`config.mk`:
```
export PLATFORM = sky130hd
export DESIGN_NAME = nand_seq
export DESIGN_NICKNAME = d
export VERILOG_FILES = /design/src/rtl/nand_seq_pkg.sv /design/src/rtl/nand_seq_regs.sv /design/src/rtl/nand_seq_wait.sv /design/src/rtl/nand_seq_fsm.sv /design/src/rtl/nand_seq.sv
export SDC_FILE = /design/constraint.sdc
export NUM_CORES = 1
export LEC_CHECK = 0
export BUFFER_PORTS_ARGS = -buffer_cell sky130_fd_sc_hd__buf_2
export CORE_UTILIZATION = 40
export DETAILED_ROUTE_END_ITERATION = 6
export SYNTH_ARGS = -nofsm -noshare
export SYNTH_HDL_FRONTEND = slang
export SYNTH_SLANG_ARGS = --single-unit
```
`constraint.sdc`:
```
create_clock -name clk_i -period 6.95 [get_ports clk_i]
set_input_delay 1.39 -clock clk_i [delete_from_list [all_inputs] [get_ports clk_i]]
set_output_delay 1.39 -clock clk_i [all_outputs]
set_load 0.01 [all_outputs]
```
`src/rtl/nand_seq_pkg.sv`:
```
package nand_seq_pkg;
  typedef enum logic [2:0] {
    ST_IDLE, ST_DEC, ST_WAIT, ST_CMD, ST_ADDR, ST_WR, ST_RD
  } st_e;

  localparam logic [2:0] SEL_PROG = 3'd0;
  localparam logic [2:0] SEL_CMD  = 3'd1;
  localparam logic [2:0] SEL_SLOT = 3'd2;
  localparam logic [2:0] SEL_BCNT = 3'd3;
  localparam logic [2:0] SEL_COL  = 3'd4;
  localparam logic [2:0] SEL_ROW  = 3'd5;
  localparam logic [2:0] SEL_TMO  = 3'd6;
  localparam logic [2:0] SEL_GEOM = 3'd7;

  localparam logic [3:0] OP_END  = 4'h0;
  localparam logic [3:0] OP_COL  = 4'h1;
  localparam logic [3:0] OP_ROW  = 4'h2;
  localparam logic [3:0] OP_UADR = 4'h3;
  localparam logic [3:0] OP_WBUF = 4'h8;
  localparam logic [3:0] OP_WONE = 4'h9;
  localparam logic [3:0] OP_RBUF = 4'hA;
  localparam logic [3:0] OP_RONE = 4'hB;
  localparam logic [3:0] OP_WC0  = 4'hC;
  localparam logic [3:0] OP_WC1  = 4'hD;
  localparam logic [3:0] OP_WRB  = 4'hE;
  localparam logic [3:0] OP_WRS  = 4'hF;

  function automatic logic [3:0] op_at(logic [31:0] w, logic [2:0] i);
    logic [31:0] s;
    s = w >> {3'd7 - i, 2'b00};
    return s[3:0];
  endfunction

  // byte 0 = bits 31:24
  function automatic logic [7:0] byte_msb(logic [31:0] w, logic [1:0] i);
    logic [31:0] s;
    s = w >> {2'd3 - i, 3'b000};
    return s[7:0];
  endfunction

  // byte 0 = bits 7:0
  function automatic logic [7:0] byte_lsb(logic [31:0] w, logic [1:0] i);
    logic [31:0] s;
    s = w >> {i, 3'b000};
    return s[7:0];
  endfunction
endpackage

```
`src/rtl/nand_seq_regs.sv`:
```
module nand_seq_regs
  import nand_seq_pkg::*;
#(
  parameter int BUF_AW = 8,
  parameter int TMO_W  = 16,
  localparam int CW    = BUF_AW + 1
) (
  input  logic              clk_i,
  input  logic              rst_ni,
  input  logic              busy_i,
  input  logic              cfg_we_i,
  input  logic [2:0]        cfg_sel_i,
  input  logic [31:0]       cfg_wdata_i,
  input  logic              slot_we_i,
  input  logic [1:0]        slot_idx_i,
  input  logic [7:0]        slot_wdata_i,
  output logic [31:0]       prog_o,
  output logic [31:0]       cmd_o,
  output logic [31:0]       slot_o,
  output logic [CW-1:0]     bcnt_o,
  output logic [15:0]       col_o,
  output logic [31:0]       row_o,
  output logic [TMO_W-1:0]  tmo_o,
  output logic              col2_o,
  output logic [1:0]        rowcyc_o
);
  logic [2:0] geom_q;
  logic       wr_ok;

  assign wr_ok    = cfg_we_i && !busy_i;
  assign col2_o   = geom_q[0];
  assign rowcyc_o = geom_q[2:1];

  always_ff @(posedge clk_i or negedge rst_ni) begin
    if (!rst_ni) begin
      prog_o <= '0;
      cmd_o  <= '0;
      slot_o <= '0;
      bcnt_o <= '0;
      col_o  <= '0;
      row_o  <= '0;
      tmo_o  <= '0;
      geom_q <= '0;
    end else if (slot_we_i) begin
      case (slot_idx_i)
        2'd0: slot_o[31:24] <= slot_wdata_i;
        2'd1: slot_o[23:16] <= slot_wdata_i;
        2'd2: slot_o[15:8]  <= slot_wdata_i;
        default: slot_o[7:0] <= slot_wdata_i;
      endcase
    end else if (wr_ok) begin
      case (cfg_sel_i)
        SEL_PROG: prog_o <= cfg_wdata_i;
        SEL_CMD:  cmd_o  <= cfg_wdata_i;
        SEL_SLOT: slot_o <= cfg_wdata_i;
        SEL_BCNT: bcnt_o <= cfg_wdata_i[CW-1:0];
        SEL_COL:  col_o  <= cfg_wdata_i[15:0];
        SEL_ROW:  row_o  <= cfg_wdata_i;
        SEL_TMO:  tmo_o  <= cfg_wdata_i[TMO_W-1:0];
        default:  geom_q <= cfg_wdata_i[2:0];
      endcase
    end
  end
endmodule

```
`src/rtl/nand_seq_wait.sv`:
```
module nand_seq_wait #(
  parameter int TMO_W = 16
) (
  input  logic             clk_i,
  input  logic             rst_ni,
  input  logic             run_i,
  input  logic             rdy_i,
  input  logic [TMO_W-1:0] limit_i,
  output logic             exit_o,
  output logic             expired_o
);
  logic [TMO_W-1:0] cnt_q;
  logic             at_lim;

  assign at_lim    = (cnt_q == limit_i);
  assign exit_o    = run_i && (rdy_i || at_lim);
  assign expired_o = run_i && !rdy_i && at_lim;

  always_ff @(posedge clk_i or negedge rst_ni) begin
    if (!rst_ni)     cnt_q <= '0;
    else if (!run_i) cnt_q <= '0;
    else             cnt_q <= cnt_q + TMO_W'(1);
  end
endmodule

```
`src/rtl/nand_seq_fsm.sv`:
```
module nand_seq_fsm
  import nand_seq_pkg::*;
#(
  parameter int BUF_AW = 8,
  localparam int CW    = BUF_AW + 1
) (
  input  logic              clk_i,
  input  logic              rst_ni,
  input  logic              start_i,
  input  logic [31:0]       prog_i,
  input  logic [31:0]       cmd_i,
  input  logic [31:0]       slot_i,
  input  logic [CW-1:0]     bcnt_i,
  input  logic [15:0]       col_i,
  input  logic [31:0]       row_i,
  input  logic              col2_i,
  input  logic [1:0]        rowcyc_i,
  input  logic              wait_exit_i,
  input  logic              wait_exp_i,
  output logic              wait_run_o,
  output logic              busy_o,
  output logic              done_o,
  output logic              timeout_o,
  output logic              slot_we_o,
  output logic [1:0]        slot_idx_o,
  output logic [7:0]        slot_wdata_o,
  output logic              fl_cle_o,
  output logic              fl_ale_o,
  output logic              fl_we_o,
  output logic              fl_re_o,
  output logic [7:0]        fl_dq_o,
  input  logic [7:0]        fl_dq_i,
  output logic [BUF_AW-1:0] buf_addr_o,
  output logic              buf_we_o,
  output logic [7:0]        buf_wdata_o,
  input  logic [7:0]        buf_rdata_i
);
  st_e            st_q;
  logic [2:0]     idx_q;
  logic [1:0]     slot_q;
  logic [3:0]     op_q, cur_op;
  logic [CW-1:0]  cnt_q, ncyc;
  logic           done_q, to_q;
  logic           bulk, single, last, zero_cnt, adv, fin;
  logic [1:0]     cidx;
  logic [7:0]     slot_byte;

  assign cur_op    = op_at(prog_i, idx_q);
  assign bulk      = (op_q == OP_WBUF) || (op_q == OP_RBUF) || (op_q == OP_WRB);
  assign single    = (op_q == OP_UADR) || (op_q == OP_WONE) ||
                     (op_q == OP_RONE) || (op_q == OP_WRS);
  assign zero_cnt  = (bcnt_i == '0);
  assign cidx      = op_q[3] ? {1'b0, op_q[0]} : op_q[1:0];
  assign slot_byte = byte_msb(slot_i, slot_q);

  always_comb begin
    case (op_q)
      OP_COL:                   ncyc = col2_i ? CW'(2) : CW'(1);
      OP_ROW:                   ncyc = CW'(rowcyc_i) + CW'(1);
      OP_WBUF, OP_RBUF, OP_WRB: ncyc = bcnt_i;
      default:                  ncyc = CW'(1);
    endcase
  end
  assign last = (cnt_q == ncyc - CW'(1));

  always_comb begin
    fin = (st_q == ST_DEC) && (cur_op == OP_END);
    adv = 1'b0;
    case (st_q)
      ST_DEC:  adv = ((cur_op == OP_WBUF) || (cur_op == OP_RBUF)) && zero_cnt;
      ST_WAIT: adv = wait_exit_i && (op_q == OP_WRB) && zero_cnt;
      ST_CMD:  adv = 1'b1;
      ST_ADDR, ST_WR, ST_RD: adv = last;
      default: adv = 1'b0;
    endcase
  end

  always_ff @(posedge clk_i or negedge rst_ni) begin
    if (!rst_ni) begin
      st_q   <= ST_IDLE;
      idx_q  <= '0;
      slot_q <= '0;
      op_q   <= OP_END;
      cnt_q  <= '0;
      done_q <= 1'b0;
      to_q   <= 1'b0;
    end else begin
      done_q <= 1'b0;
      if ((st_q == ST_WAIT) && wait_exp_i) to_q <= 1'b1;
      if (((st_q == ST_ADDR) || (st_q == ST_WR) || (st_q == ST_RD)) && single)
        slot_q <= slot_q + 2'd1;
      if (fin || (adv && (idx_q == 3'd7))) begin
        st_q   <= ST_IDLE;
        done_q <= 1'b1;
      end else if (adv) begin
        idx_q <= idx_q + 3'd1;
        st_q  <= ST_DEC;
      end else begin
        case (st_q)
          ST_IDLE: if (start_i) begin
            st_q   <= ST_DEC;
            idx_q  <= '0;
            slot_q <= '0;
            to_q   <= 1'b0;
          end
          ST_DEC: begin
            op_q  <= cur_op;
            cnt_q <= '0;
            case (cur_op)
              OP_COL, OP_ROW, OP_UADR: st_q <= ST_ADDR;
              OP_WBUF, OP_WONE:        st_q <= ST_WR;
              OP_RBUF, OP_RONE:        st_q <= ST_RD;
              OP_WC0, OP_WC1, OP_WRB, OP_WRS: st_q <= ST_WAIT;
              default:                 st_q <= ST_CMD;
            endcase
          end
          ST_WAIT: if (wait_exit_i)
            st_q <= ((op_q == OP_WC0) || (op_q == OP_WC1)) ? ST_CMD : ST_RD;
          ST_ADDR, ST_WR, ST_RD: cnt_q <= cnt_q + CW'(1);
          default: st_q <= ST_IDLE;
        endcase
      end
    end
  end

  always_comb begin
    fl_dq_o = 8'h00;
    case (st_q)
      ST_CMD:  fl_dq_o = byte_msb(cmd_i, cidx);
      ST_ADDR: begin
        if (op_q == OP_COL)      fl_dq_o = byte_lsb({16'h0, col_i}, {1'b0, cnt_q[0]});
        else if (op_q == OP_ROW) fl_dq_o = byte_lsb(row_i, cnt_q[1:0]);
        else                     fl_dq_o = slot_byte;
      end
      ST_WR:   fl_dq_o = bulk ? buf_rdata_i : slot_byte;
      default: fl_dq_o = 8'h00;
    endcase
  end

  assign fl_cle_o     = (st_q == ST_CMD);
  assign fl_ale_o     = (st_q == ST_ADDR);
  assign fl_we_o      = (st_q == ST_CMD) || (st_q == ST_ADDR) || (st_q == ST_WR);
  assign fl_re_o      = (st_q == ST_RD);
  assign buf_addr_o   = cnt_q[BUF_AW-1:0];
  assign buf_we_o     = (st_q == ST_RD) && bulk;
  assign buf_wdata_o  = fl_dq_i;
  assign slot_we_o    = (st_q == ST_RD) && !bulk;
  assign slot_idx_o   = slot_q;
  assign slot_wdata_o = fl_dq_i;
  assign wait_run_o   = (st_q == ST_WAIT);
  assign busy_o       = (st_q != ST_IDLE);
  assign done_o       = done_q;
  assign timeout_o    = to_q;
endmodule

```
`src/rtl/nand_seq.sv`:
```
module nand_seq
  import nand_seq_pkg::*;
#(
  parameter int BUF_AW = 8,
  parameter int TMO_W  = 16
) (
  input  logic              clk_i,
  input  logic              rst_ni,
  input  logic              start_i,
  input  logic              cfg_we_i,
  input  logic [2:0]        cfg_sel_i,
  input  logic [31:0]       cfg_wdata_i,
  output logic [31:0]       data_o,
  output logic              busy_o,
  output logic              done_o,
  output logic              timeout_o,
  output logic              fl_cle_o,
  output logic              fl_ale_o,
  output logic              fl_we_o,
  output logic              fl_re_o,
  output logic [7:0]        fl_dq_o,
  input  logic [7:0]        fl_dq_i,
  input  logic              fl_rdy_i,
  output logic [BUF_AW-1:0] buf_addr_o,
  output logic              buf_we_o,
  output logic [7:0]        buf_wdata_o,
  input  logic [7:0]        buf_rdata_i
);
  localparam int CW = BUF_AW + 1;

  logic [31:0]      prog, cmd, row;
  logic [CW-1:0]    bcnt;
  logic [15:0]      col;
  logic [TMO_W-1:0] tmo;
  logic             col2, slot_we, wait_run, wait_exit, wait_exp;
  logic [1:0]       rowcyc, slot_idx;
  logic [7:0]       slot_wdata;

  nand_seq_regs #(.BUF_AW(BUF_AW), .TMO_W(TMO_W)) u_regs (
    .clk_i, .rst_ni,
    .busy_i       (busy_o),
    .cfg_we_i, .cfg_sel_i, .cfg_wdata_i,
    .slot_we_i    (slot_we),
    .slot_idx_i   (slot_idx),
    .slot_wdata_i (slot_wdata),
    .prog_o       (prog),
    .cmd_o        (cmd),
    .slot_o       (data_o),
    .bcnt_o       (bcnt),
    .col_o        (col),
    .row_o        (row),
    .tmo_o        (tmo),
    .col2_o       (col2),
    .rowcyc_o     (rowcyc)
  );

  nand_seq_wait #(.TMO_W(TMO_W)) u_wait (
    .clk_i, .rst_ni,
    .run_i     (wait_run),
    .rdy_i     (fl_rdy_i),
    .limit_i   (tmo),
    .exit_o    (wait_exit),
    .expired_o (wait_exp)
  );

  nand_seq_fsm #(.BUF_AW(BUF_AW)) u_fsm (
    .clk_i, .rst_ni, .start_i,
    .prog_i       (prog),
    .cmd_i        (cmd),
    .slot_i       (data_o),
    .bcnt_i       (bcnt),
    .col_i        (col),
    .row_i        (row),
    .col2_i       (col2),
    .rowcyc_i     (rowcyc),
    .wait_exit_i  (wait_exit),
    .wait_exp_i   (wait_exp),
    .wait_run_o   (wait_run),
    .busy_o, .done_o, .timeout_o,
    .slot_we_o    (slot_we),
    .slot_idx_o   (slot_idx),
    .slot_wdata_o (slot_wdata),
    .fl_cle_o, .fl_ale_o, .fl_we_o, .fl_re_o, .fl_dq_o, .fl_dq_i,
    .buf_addr_o, .buf_we_o, .buf_wdata_o, .buf_rdata_i
  );
endmodule

```
==> flow_metrics.py <==
metrics = {
    "outcome": {
        "status": "complete, no violations",
    },
    "worst_setup_path": {
        "cp.required_ns": 5.56,
        "worstSetupEndpointType": "output port",
        "slowest_stage": "dfrtp_1",
        "max_stage_delay_ns": 0.86,
        "path_cells": "nand2b_1, nor3_1, buf_4, nor2_1, a22o_1, a21oi_1, o21ai_0, buf_2",
        "arrival_ns": 3.19,
        "crit_family": "flip-flops",
        "critPathBufInv": 2,
        "cp_max_fo": 19,
        "cp-start-kind": "flop",
        "crit_type": "reg -> out",
    },
    "floorplanning": {
        "initial_utilization_pct": 40.8,
        "die_w_um": 168,
        "boundaryPins": 120,
        "rows": 60,
        "dieArea_um2": 28200,
        "coreArea_um2": 27000,
        "die_h_um": 168,
    },
    "sta": {
        "setup_viol": 0,
        "finalHoldViolCount": 0,
        "max_freq_ghz": 0.218,
        "relSlewSlack_pct": 22.3,
        "post-route-min-period_ns": 4.58,
        "rsz0062_at_grt": "no",
        "worstMarginPinSlew_ns": 1.16,
        "fin_crit_sh_pct": 65.9,
        "worst_slack_ns": 2.37,
        "final-max-slew-violation-count": 0,
        "skew_ns": 0.0119,
        "fin_tns_setup_ns": 0,
    },
    "global_routing": {
        "grt_usage_pct": 21.7,
        "grt.overflow.total": 0,
        "grt_pass1_vias": 7989,
        "grt_pass1_wl_um": 46800,
        "grt_max_degree": 79,
        "use_met1_pct": 28.9,
        "antenna_found_initial": 2,
        "use_met2_pct": 36.6,
        "globalRoute.busiestLayer": "met2",
        "use_met3_pct": 2.99,
    },
    "routing": {
        "dr_total_vias": 7985,
        "dr.pass1.iters": 6,
        "via_per_inst": 5.68,
        "drc": 0,
        "wire_per_inst_um": 21.4,
        "antenna_left": 0,
        "wirelength_um": 30000,
        "first_iter_violations": 403,
    },
    "layout": {
        "antennaDiodeCount": 0,
        "fin_util_pct": 46.8,
        "fillers": 2508,
        "drive_above_1_share_pct": 34.7,
        "syn_to_final_growth_pct": 14.7,
        "final_cells": 1406,
        "nets": 1113,
    },
    "synthesis": {
        "yosys_warnings": 0,
        "syn-num-nets": 1030,
        "yosysMostFrequentCell": "dfrtp_1",
        "synth_top_flop_cell": "dfrtp_1",
        "synth_top_area_cell": "dfrtp_1",
        "ys_seq_area_share_pct": 48.0,
        "post_synth_inst_count": 964,
        "syn_area_per_cell_um2": 11.4,
        "synth_top_area_share_pct": 48.0,
        "ys_ff_latch": 211,
        "async_flop_share_pct": 100,
        "synthDistinctLibCells": 70,
        "syn-cell-area_um2": 11000,
        "synth.top_cells.by_count": "dfrtp_1 (211), mux2_2 (147), nand2_1 (91)",
        "synthTopCellsByArea": "dfrtp_1 (48%), mux2_2 (15%), mux4_2 (6.8%), nand2_1 (3.1%), a21oi_1 (3.1%)",
        "synth_edf_count": 0,
    },
    "place": {
        "dp_cells": 1362,
        "pre_cts_slack_ns": 2.55,
        "place.gp.congestion": 0.838,
        "portBuffers": 119,
        "place_hpwl_um": 21700,
    },
    "clock_tree": {
        "cts_buffer_depth": 3,
        "tritoncts": "built",
        "cts_hold_buf": 0,
        "path_clk_slew_ns": 0.06,
        "post-cts-setup-buffers": 0,
        "cts.repair.resized": 0,
        "ctsRootBufferMaster": "clkbuf_16",
        "cts.sinks": 211,
        "htree_levels": 1,
        "cts_buffers": 24,
        "clock_latency_ns": 0.53,
    },
    "power_and_ir_drop": {
        "p_leak_nw": 5.55,
        "totalPowerFinal_w": 0.00556,
        "ir_drop_mv": 0.263,
        "power_density_nw_per_um2": 440,
    },
    "hold_path": {
        "hold_path.class": "reg -> reg",
    },
    "run": {
        "max_cap_viol_count": 0,
    },
}
==> power by group <==
group / switching, W / total, W / internal [W]
clock network: 0.000529 / 0.00134 / 0.000812
logic: 0.00101 / 0.00205 / 0.00103
registers: 0.000426 / 0.00217 / 0.00174
total: 0.00197 / 0.00556 / 0.00359
==> sequential cells by signal (all words and copies together), names as in the netlist, 4 cells and up <==
name / cells
u_fsm.cnt_q: 9
u_fsm.op_q: 4
u_regs.bcnt_o: 9
u_regs.cmd_o: 32
u_regs.col_o: 16
u_regs.prog_o: 32
u_regs.row_o: 32
u_regs.slot_o: 32
u_regs.tmo_o: 16
u_wait.cnt_q: 16
==> final cells by class <==
class	instances	area [µm²]	share of cell area [%]
Clock buffer	31	687	5.44
Sequential cell	211	5280	41.8
Clock inverter	13	168	1.33
Multi-Input combinational cell	664	5320	42.2
Inverter	19	71.3	0.565
Timing Repair Buffer	127	666	5.27
Tap cell	341	427	3.38
==> worst reg2reg max path: cells and delay by family, from the launching register on <==
| kind | cells | cell delay (ns) |
|---|---|---|
| compound gates | 4 | 0.66 |
| fa+ha+maj | 1 | 0.34 |
| flops | 1 | 0.67 |
| mux | 2 | 0.81 |
| simple gates | 5 | 1.84 |
==> cells in the final DEF (no fill, tap or decap), types with 4 or more instances in the layout <==
master | Yosys | layout
a21oi_1 | 68 | 68
a221o_1 | 7 | 7
a22o_1 | 9 | 9
and2_1 | 12 | 12
and3_1 | 15 | 15
buf_2 | 6 | 118
buf_4 | 18 | 8
clkbuf_16 | 0 | 24
clkbuf_8 | 0 | 6
clkinv_2 | 0 | 8
dfrtp_1 | 211 | 211
ha_1 | 10 | 10
inv_1 | 19 | 19
mux2_2 | 147 | 147
mux2i_1 | 9 | 9
mux4_2 | 33 | 33
nand2_1 | 91 | 91
nand2b_1 | 7 | 7
nand3_1 | 14 | 14
nand3b_1 | 7 | 7
nand4_1 | 8 | 8
nor2_1 | 32 | 32
nor2b_1 | 6 | 6
nor3_1 | 23 | 22
o21ai_0 | 57 | 57
o21ai_1 | 4 | 4
or2_2 | 4 | 4
or3_1 | 6 | 6
xnor2_1 | 22 | 22
xor2_1 | 10 | 10
==> final timing paths <==
| path | startpoint | to | slack [ns] | cells after the start |
|---|---|---|---|---|
| min in group asynchronous | rst_ni | u_wait.cnt_q[9]$_DFF_PN0_ | 0.83 | 1 |
| hold reg to reg | u_regs.slot_o[15]$_DFFE_PN0P_ | u_regs.slot_o[15]$_DFFE_PN0P_ | 0.49 | 2 |
| setup / recovery | u_fsm.op_q[0]$_DFFE_PN0P_ | fl_dq_o[7] | 2.37 | 8 |
| hold / removal | u_regs.slot_o[15]$_DFFE_PN0P_ | u_regs.slot_o[15]$_DFFE_PN0P_ | 0.49 | 2 |
| max in group asynchronous | rst_ni | u_regs.prog_o[31]$_DFFE_PN0P_ | 4.77 | 2 |
| setup reg to reg | u_fsm.op_q[0]$_DFFE_PN0P_ | u_fsm.op_q[1]$_DFFE_PN0P_ | 2.52 | 12 |
==> layer usage <==
layer	vias to the layer above	wire length, µm
met3	49	1440
met2	226	14700
li1	3668	-
met5	-	13
met4	2	847
met1	4040	13000
==> per-stage QoR <==
stage	cell area, µm²	hold WS, ns
global route	12600	0.518
detailed placement	11800	0.487
CTS	12600	0.501
global placement	11800	0.481
finish	12600	0.494
floorplan	11000	0.474
==> kinds of logic (layout without fill, tap and decap cells) <==
| group | Yosys count | count (layout) | share of synthesized area (%) |
|---|---|---|---|
| fa+ha+maj | 10 | 10 | 1.14 |
| buf+inv | 89 | 190 | 3.72 |
| xor+xnor | 32 | 32 | 2.55 |
| simple gates | 245 | 245 | 11.3 |
| mux | 191 | 191 | 22.8 |
| compound gates | 186 | 186 | 10.5 |
| flops | 211 | 211 | 48.0 |
No activity file was read; power rests on OpenSTA's default activity.
